<file path="src/rtl/pwm16_pkg.sv">
package pwm16_pkg;

   typedef enum logic [1:0] {
      SHP_IDLE = 2'd0,
      SHP_SAW  = 2'd1,
      SHP_TRI  = 2'd2,
      SHP_CLR  = 2'd3
   } shape_e;

   typedef enum logic [1:0] {
      TSRC_FIXED = 2'd0,
      TSRC_CAP   = 2'd1,
      TSRC_CMPA  = 2'd2
   } tsrc_e;

   typedef enum logic [1:0] {
      PT_TOP    = 2'd0,
      PT_BOT    = 2'd1,
      PT_MAX    = 2'd2,
      PT_ALWAYS = 2'd3
   } point_e;

   typedef struct packed {
      shape_e shape;
      tsrc_e  tsrc;
      point_e load_pt;
      point_e flag_pt;
   } mode_cfg_t;

endpackage

</file>
<file path="src/rtl/pwm16_mode_dec.sv">
module pwm16_mode_dec #(
   parameter bit HAS_FIXED = 1'b1
) (
   input  logic                  [3:0] mode,
   output pwm16_pkg::mode_cfg_t        cfg
);
   import pwm16_pkg::*;

   mode_cfg_t base;

   always_comb begin
      base = '{shape: SHP_IDLE, tsrc: TSRC_CAP, load_pt: PT_MAX, flag_pt: PT_MAX};
      case (mode)
         4'd7:  base = '{shape: SHP_SAW, tsrc: TSRC_FIXED, load_pt: PT_TOP,    flag_pt: PT_TOP};
         4'd8:  base = '{shape: SHP_TRI, tsrc: TSRC_CAP,   load_pt: PT_BOT,    flag_pt: PT_BOT};
         4'd9:  base = '{shape: SHP_TRI, tsrc: TSRC_CMPA,  load_pt: PT_BOT,    flag_pt: PT_BOT};
         4'd10: base = '{shape: SHP_TRI, tsrc: TSRC_CAP,   load_pt: PT_TOP,    flag_pt: PT_BOT};
         4'd11: base = '{shape: SHP_TRI, tsrc: TSRC_CMPA,  load_pt: PT_TOP,    flag_pt: PT_BOT};
         4'd12: base = '{shape: SHP_CLR, tsrc: TSRC_CAP,   load_pt: PT_ALWAYS, flag_pt: PT_MAX};
         4'd14: base = '{shape: SHP_SAW, tsrc: TSRC_CAP,   load_pt: PT_TOP,    flag_pt: PT_TOP};
         4'd15: base = '{shape: SHP_SAW, tsrc: TSRC_CMPA,  load_pt: PT_TOP,    flag_pt: PT_TOP};
         default: ;
      endcase
   end

   generate
      if (HAS_FIXED) begin : g_fixed_on
         assign cfg = base;
      end else begin : g_fixed_off
         always_comb begin
            cfg = base;
            if (mode == 4'd7) cfg.shape = SHP_IDLE;
         end
      end
   endgenerate

endmodule

</file>
<file path="src/rtl/pwm16_counter.sv">
module pwm16_counter #(
   parameter int W = 16
) (
   input  logic                    clk,
   input  logic                    rst_n,
   input  pwm16_pkg::shape_e       shape,
   input  logic                    adv,
   input  logic [W-1:0]            top,
   input  logic                    wr,
   input  logic [W-1:0]            wr_data,
   output logic [W-1:0]            cnt,
   output logic                    up,
   output logic                    top_evt,
   output logic                    bot_evt,
   output logic                    max_evt
);
   import pwm16_pkg::*;

   localparam logic [W-1:0] MAXV = {W{1'b1}};
   localparam logic [W-1:0] ONE  = W'(1);

   logic top_hit;

   always_comb begin
      top_hit = (shape == SHP_CLR) ? (cnt == top) : (cnt >= top);
      top_evt = adv && up && top_hit;
      bot_evt = adv && (cnt == '0);
      max_evt = adv && (cnt == MAXV);
   end

   always_ff @(posedge clk or negedge rst_n) begin
      if (!rst_n) begin
         cnt <= '0;
         up  <= 1'b1;
      end else begin
         if (shape != SHP_TRI) up <= 1'b1;
         if (wr) begin
            cnt <= wr_data;
         end else if (adv) begin
            case (shape)
               SHP_SAW: cnt <= top_evt ? '0 : cnt + ONE;
               SHP_CLR: cnt <= (top_evt || max_evt) ? '0 : cnt + ONE;
               SHP_TRI: begin
                  if (up) begin
                     if (top_hit) begin
                        up  <= 1'b0;
                        cnt <= (top == '0) ? '0 : top - ONE;
                     end else begin
                        cnt <= cnt + ONE;
                     end
                  end else begin
                     if (cnt == '0) begin
                        up  <= 1'b1;
                        cnt <= (top == '0) ? '0 : ONE;
                     end else begin
                        cnt <= cnt - ONE;
                     end
                  end
               end
               default: ;
            endcase
         end
      end
   end

   AST_CNT_FROZEN: assert property (@(posedge clk) disable iff (!rst_n)
      (!adv && !wr) |=> $stable(cnt));
   AST_SAW_STEP: assert property (@(posedge clk) disable iff (!rst_n)
      (adv && shape == SHP_SAW && !top_hit) |=> (cnt == $past(cnt) + ONE));
   AST_TRI_TURN: assert property (@(posedge clk) disable iff (!rst_n)
      (adv && shape == SHP_TRI && up && top_hit && top != '0) |=> (!up && cnt == $past(top) - ONE));
   AST_CNT_LOAD: assert property (@(posedge clk) disable iff (!rst_n)
      wr |=> (cnt == $past(wr_data)));

endmodule

</file>
<file path="src/rtl/pwm16_channel.sv">
module pwm16_channel #(
   parameter int W = 16
) (
   input  logic                    clk,
   input  logic                    rst_n,
   input  pwm16_pkg::shape_e       shape,
   input  logic                    adv,
   input  logic                    up,
   input  logic [W-1:0]            cnt,
   input  logic                    top_evt,
   input  logic                    ld_now,
   input  logic                    ld_evt,
   input  logic                    wr,
   input  logic [W-1:0]            wr_data,
   output logic [W-1:0]            act,
   output logic                    match,
   output logic                    wave
);
   import pwm16_pkg::*;

   logic [W-1:0] cbuf;

   assign match = adv && (cnt == act);

   always_ff @(posedge clk or negedge rst_n) begin
      if (!rst_n) begin
         cbuf <= '0;
         act  <= '0;
         wave <= 1'b0;
      end else begin
         if (wr) cbuf <= wr_data;
         if (ld_now)      act <= wr ? wr_data : cbuf;
         else if (ld_evt) act <= cbuf;
         if (adv) begin
            case (shape)
               SHP_SAW: begin
                  if (top_evt)    wave <= 1'b1;
                  else if (match) wave <= 1'b0;
               end
               SHP_TRI: if (match) wave <= !up;
               SHP_CLR: if (match) wave <= !wave;
               default: ;
            endcase
         end
      end
   end

   AST_WAVE_HOLD: assert property (@(posedge clk) disable iff (!rst_n)
      !adv |=> $stable(wave));
   AST_CMP_NOW: assert property (@(posedge clk) disable iff (!rst_n)
      (ld_now && !wr) |=> (act == $past(cbuf)));
   AST_SAW_SET: assert property (@(posedge clk) disable iff (!rst_n)
      (shape == SHP_SAW && top_evt) |=> wave);
   AST_ACT_HELD: assert property (@(posedge clk) disable iff (!rst_n)
      (!ld_now && !ld_evt) |=> $stable(act));

endmodule

</file>
<file path="src/rtl/pwm16_timer.sv">
module pwm16_timer #(
   parameter int W          = 16,
   parameter int NUM_CH     = 2,
   parameter int FIXED_BITS = 10,
   parameter int CS_W       = 3,
   parameter int ADDR_W     = 3,
   parameter bit HAS_FIXED  = 1'b1
) (
   input  logic              clk,
   input  logic              rst_n,
   input  logic              tick,
   input  logic [CS_W-1:0]   clk_sel,
   input  logic [3:0]        mode,
   input  logic              wr_en,
   input  logic [ADDR_W-1:0] wr_addr,
   input  logic [W-1:0]      wr_data,
   output logic [W-1:0]      count,
   output logic              ovf_flag,
   output logic [NUM_CH-1:0] match_flag,
   output logic [NUM_CH-1:0] wave
);
   import pwm16_pkg::*;

   localparam logic [W-1:0]      FIXED_TOP = W'((1 << FIXED_BITS) - 1);
   localparam logic [ADDR_W-1:0] A_CNT     = ADDR_W'(0);
   localparam logic [ADDR_W-1:0] A_CAP     = ADDR_W'(1);
   localparam int                A_CMP0    = 2;
   localparam logic [ADDR_W-1:0] A_FCLR    = ADDR_W'((1 << ADDR_W) - 1);

   generate
      if (FIXED_BITS >= W) begin : g_chk_fixed
         $error("FIXED_BITS must be below W");
      end
      if (NUM_CH < 1 || A_CMP0 + NUM_CH > (1 << ADDR_W) - 1) begin : g_chk_ch
         $error("NUM_CH does not fit the write address map");
      end
      if (CS_W < 2) begin : g_chk_cs
         $error("CS_W must be at least 2");
      end
   endgenerate

   mode_cfg_t    cfg;
   logic         run_sel, wr_cnt, fclr, adv;
   logic         up, top_evt, bot_evt, max_evt, ovf_evt, ld_now, ld_evt;
   logic [W-1:0] cap_q, top_val;
   logic [W-1:0] act [NUM_CH];
   logic [NUM_CH-1:0] match;

   pwm16_mode_dec #(.HAS_FIXED(HAS_FIXED)) u_dec (
      .mode (mode),
      .cfg  (cfg)
   );

   assign run_sel = (clk_sel == CS_W'(1)) || ((clk_sel > CS_W'(1)) && tick);
   assign wr_cnt  = wr_en && (wr_addr == A_CNT);
   assign fclr    = wr_en && (wr_addr == A_FCLR);
   assign adv     = run_sel && (cfg.shape != SHP_IDLE) && !wr_cnt;

   always_comb begin
      case (cfg.tsrc)
         TSRC_FIXED: top_val = FIXED_TOP;
         TSRC_CMPA:  top_val = act[0];
         default:    top_val = cap_q;
      endcase
   end

   always_comb begin
      ld_now = (cfg.load_pt == PT_ALWAYS);
      case (cfg.load_pt)
         PT_TOP:  ld_evt = top_evt;
         PT_BOT:  ld_evt = bot_evt;
         PT_MAX:  ld_evt = max_evt;
         default: ld_evt = 1'b0;
      endcase
      case (cfg.flag_pt)
         PT_TOP:  ovf_evt = top_evt;
         PT_BOT:  ovf_evt = bot_evt;
         PT_MAX:  ovf_evt = max_evt;
         default: ovf_evt = 1'b0;
      endcase
   end

   pwm16_counter #(.W(W)) u_cnt (
      .clk     (clk),
      .rst_n   (rst_n),
      .shape   (cfg.shape),
      .adv     (adv),
      .top     (top_val),
      .wr      (wr_cnt),
      .wr_data (wr_data),
      .cnt     (count),
      .up      (up),
      .top_evt (top_evt),
      .bot_evt (bot_evt),
      .max_evt (max_evt)
   );

   generate
      for (genvar i = 0; i < NUM_CH; i++) begin : g_ch
         logic wr_cmp;
         assign wr_cmp = wr_en && (wr_addr == ADDR_W'(A_CMP0 + i));

         pwm16_channel #(.W(W)) u_ch (
            .clk     (clk),
            .rst_n   (rst_n),
            .shape   (cfg.shape),
            .adv     (adv),
            .up      (up),
            .cnt     (count),
            .top_evt (top_evt),
            .ld_now  (ld_now),
            .ld_evt  (ld_evt),
            .wr      (wr_cmp),
            .wr_data (wr_data),
            .act     (act[i]),
            .match   (match[i]),
            .wave    (wave[i])
         );

         always_ff @(posedge clk or negedge rst_n) begin
            if (!rst_n) match_flag[i] <= 1'b0;
            else        match_flag[i] <= match[i] || (match_flag[i] && !(fclr && wr_data[i+1]));
         end

         AST_MATCH_SETS: assert property (@(posedge clk) disable iff (!rst_n)
            match[i] |=> match_flag[i]);
      end
   endgenerate

   always_ff @(posedge clk or negedge rst_n) begin
      if (!rst_n) begin
         cap_q    <= '0;
         ovf_flag <= 1'b0;
      end else begin
         if (wr_en && wr_addr == A_CAP) cap_q <= wr_data;
         ovf_flag <= ovf_evt || (ovf_flag && !(fclr && wr_data[0]));
      end
   end

   AST_OVF_SET_WINS: assert property (@(posedge clk) disable iff (!rst_n)
      ovf_evt |=> ovf_flag);
   AST_OVF_CLEARS: assert property (@(posedge clk) disable iff (!rst_n)
      (fclr && wr_data[0] && !ovf_evt) |=> !ovf_flag);
   AST_IDLE_NO_FLAG: assert property (@(posedge clk) disable iff (!rst_n)
      (cfg.shape == SHP_IDLE && !ovf_flag) |=> !ovf_flag);

endmodule

</file>
<file path="config.mk">
export PLATFORM = sky130hd
export DESIGN_NAME = pwm16_timer
export DESIGN_NICKNAME = d
export VERILOG_FILES = /design/src/rtl/pwm16_pkg.sv /design/src/rtl/pwm16_mode_dec.sv /design/src/rtl/pwm16_counter.sv /design/src/rtl/pwm16_channel.sv /design/src/rtl/pwm16_timer.sv
export SDC_FILE = /design/constraint.sdc
export NUM_CORES = 1
export LEC_CHECK = 0
export BUFFER_PORTS_ARGS = -buffer_cell sky130_fd_sc_hd__buf_4
export CAP_MARGIN = 5
export CORE_UTILIZATION = 45
export CTS_CLUSTER_DIAMETER = 200
export CTS_CLUSTER_SIZE = 12
export DETAILED_ROUTE_END_ITERATION = 10
export GPL_TIMING_DRIVEN = 0
export PLACE_DENSITY_LB_ADDON = 0.15
export SYNTH_ARGS = -nofsm -noshare
export SYNTH_HDL_FRONTEND = slang
export SYNTH_HIERARCHICAL = 1
export SYNTH_SLANG_ARGS = --single-unit
</file>
<file path="constraint.sdc">
create_clock -name clk -period 5.2 [get_ports clk]
set_input_delay 0.52 -clock clk [delete_from_list [all_inputs] [get_ports clk]]
set_output_delay 0.52 -clock clk [all_outputs]
set_load 0.01 [all_outputs]
</file>
==> reports/metrics.csv <==
metric,value,unit
clock latency on the worst-skew pair,0.36,ns
Reg2Reg Depth,14,
R2R Path Start,g_ch[0].u_ch/act[13]$_DFFE_PN0P_,
1st-iter DRT viols,508,
CTS tree,done,
die width,126,µm
r2r setup slk,1.08,ns
Max Cap Viol,0,
dpl ws,-0.577,ns
Cells after Synth,758,
Fmax,204,MHz
synth unique cells,67,
endpoints failing hold,0,
Leak,0.00329,µW
Most common cell on crit path,buf_2,
Worst Skew,0.00762,ns
number of flops mapped to enable cells by yosys,0,
Worst-Margin Slew,0.928,ns
Rows,45,
hold_buf cts,0,
syn avg cell area,9.19,µm²
CP peak stage delay,0.48,ns
crit path cell chain,"buf_4, nor2b_1, o21ai_0, buf_2, nand2b_1, buf_2, nor2_1, a21oi_2, inv_1, ha_1, nand2_1, or4_1, a21o_1, a31oi_4, and2_2, mux2i_1, o21ai_0, buf_2, clkbuf_4, mux2i_1, o21ai_1",
area grow syn2layout,13.9,%
ys async rst share,100,%
Worst R2R End,g_ch[1].u_ch/act[9]$_DFFE_PN0P_,
clk root buf,clkbuf_16,
Final Max Tran Viols,0,
Synth Net Count,811,
Num CTS Buffers,9,
Cell Pwr Density,467,nW/µm²
worst setup margin,0.293,ns
Final GP Congestion,0.943,
# IOs,51,
required time worst endpoint,5.43,ns
initial antenna violation count,0,
vias in the first global route,6098,
DR DRC count,0,
share of cells above drive strength 1,14.4,%
Post-Syn Area,6960,µm²
total global-route track usage,28.0,%
period utilization,94.4,%
Hold/Removal Path Class,primary input to asynchronous set/reset pin,
WL per Instance,21.3,µm
die area,16000,µm²
register area share after synthesis,36.7,%
Final TNS setup,0,ns
status,"complete, no violations",
Post-Route WL,21500,µm
slowest CP cell,or4_1,
post-route ant nets,0,
crit path DAT,5.13,ns
ANT cells,0,
Crit path max-delay family,buffers and inverters,
largest net degree at the start of global routing,103,
Clock Tree Buf Depth,2,
WP depth,21,
Finished Layout Cells,1012,
unrepaired setup endpoints after global routing,no,
first-pass GRT wire length,34000,µm
Final min period,4.91,ns
# fillers,1433,
Detailed Place HPWL,16500,µm
Cells after DPL,996,
Synth Warn #,6,
number of buffers and inverters on the critical path,6,
drt first pass iters,7,
Slew HR,38.1,%
# setup viols final,0,
critical path class,primary input to register,
die height,126,µm
initial core utilization,46.0,%
Synth Register Bits,102,
Max VDD drop,0.232,mV
via count,6162,
H-tree levels,3,
Crit Path Max Fanout,10,
fin nets,872,
post-DR vias/cell,6.09,
crit end category,register,
top_reg_cell synth,dfrtp_1,
Core Box Area,15100,µm²
CTS sink cnt,102,
Port Buf Inserts,50,
clk slew on worst S/H paths,0.07,ns
critical path launch point type,primary input,
Congestion Overflow GR,0,
[logic make-up (layout without fill, tap and decap cells)]
family	after synthesis	after routing	synth area share (%)
flops	102	102	36.7
xor+xnor	57	57	7.17
fa+ha+maj	23	23	4.13
buf+inv	82	148	4.87
mux	88	88	14.1
compound gates	180	180	16.5
simple gates	226	226	16.6
[cells in the mapped netlist, types with 11 or more instances]
cell	instances	area, µm²
nor3_1	19	95.1
nand3_1	13	65.1
o21ai_0	33	165
nand2_1	77	289
inv_1	41	154
dfrtp_1	101	2530
xor2_1	13	114
xnor2_1	44	385
a21oi_1	32	160
nor2_1	41	154
o21ai_1	34	170
nand4_1	11	68.8
ha_1	23	288
mux2i_1	40	400
mux2_1	32	360
clkbuf_1	28	105
[worst max-delay path by stage]
stage | slack [ns] | endpoint | startpoint
global route | 0.006 | g_ch[1].u_ch/act[9]$_DFFE_PN0P_ | mode[3]
global placement | -0.44 | g_ch[1].u_ch/act[12]$_DFFE_PN0P_ | mode[3]
detailed placement | -0.58 | g_ch[1].u_ch/act[10]$_DFFE_PN0P_ | mode[3]
CTS | 0.01 | g_ch[1].u_ch/act[1]$_DFFE_PN0P_ | mode[2]
finish | 0.29 | g_ch[1].u_ch/act[9]$_DFFE_PN0P_ | mode[3]
floorplan | 0.75 | g_ch[0].u_ch/act[10]$_DFFE_PN0P_ | mode[3]
[stage by stage]
stage,utilization (%),hold slack [ns],instance area [µm²],total power [µW]
floorplan,-,0.224,6960,2390
global placement,50.0,0.464,7570,2910
detailed placement,50.0,0.473,7570,2960
CTS,52.1,0.439,7890,3690
global route,52.4,0.363,7930,3920
finish,52.4,0.289,7930,3700
[metal layers]
layer / track usage (%) / wire length [µm]
met2: 46.3 / 10300
met4: 12.8 / 689
met1: 36.3 / 9400
met3: 3.96 / 1150
met5: 0 / 0
[worst reg2reg max path, cell delays in order (launching register included)]
cell      delay [ns]
dfrtp_1         0.40
a22o_1          0.24
inv_1           0.06
ha_1            0.33
nand4_2         0.20
or4_1           0.58
a21o_1          0.21
a31oi_4         0.32
and2_2          0.30
mux2i_1         0.09
o21ai_0         0.29
buf_2           0.32
clkbuf_4        0.32
mux2i_1         0.25
o21ai_1         0.08
[registers in the layout, summed over array words and instances (netlist names)]
| register | cells |
|---|---|
| cap_q | 16 |
| g_ch.u_ch/act | 32 |
| g_ch.u_ch/cbuf | 32 |
| g_ch.u_ch/wave | 2 |
| match_flag | 2 |
| ovf_flag | 1 |
| u_cnt/cnt | 16 |
| u_cnt/up | 1 |
[layout make-up]
class                   instances  area, µm²  area share [%]
multi-input cells             574       4110            51.8
flip-flops and latches        102       2550            32.2
repair buffers                 50        379            4.78
clock buffers                  11        243            3.06
well taps                     188        235            2.97
plain buffers                  41        193            2.43
inverters                      41        154            1.94
clock inverters                 5       65.1           0.821
[report_power, final]
group	total (µW)	leakage (µW)	switching, µW	internal, µW
sequential	1380	0.00123	336	1050
clock	710	0.000144	318	392
combinational	1610	0.00191	901	710
[cell usage in the layout, fill, tap and decap left out, types with 7 or more instances in the layout]
master and count:
and3_1 7, mux2_1 32, mux2i_1 40, clkbuf_1 27, buf_2 8, buf_4 50, o21ai_1 34, a22o_1 9
nor2_1 41, inv_1 41, a221oi_1 7, nor4_1 7, nand3_1 13, a22oi_1 7, nor3_1 18, xnor2_1 44
clkbuf_16 9, o22ai_1 8, nand4_1 11, o21ai_0 33, a21oi_1 27, nand2_1 77, a21o_1 9, xor2_1 13
mux2_4 10, ha_1 23, or3_1 9, dfrtp_1 101
[repair_timing]
item	4_1_cts	5_1_grt
endpoints found under the setup margin	20	20
resized for setup	3	10
buffers inserted	0	0
(Power assumes the default switching activity.)
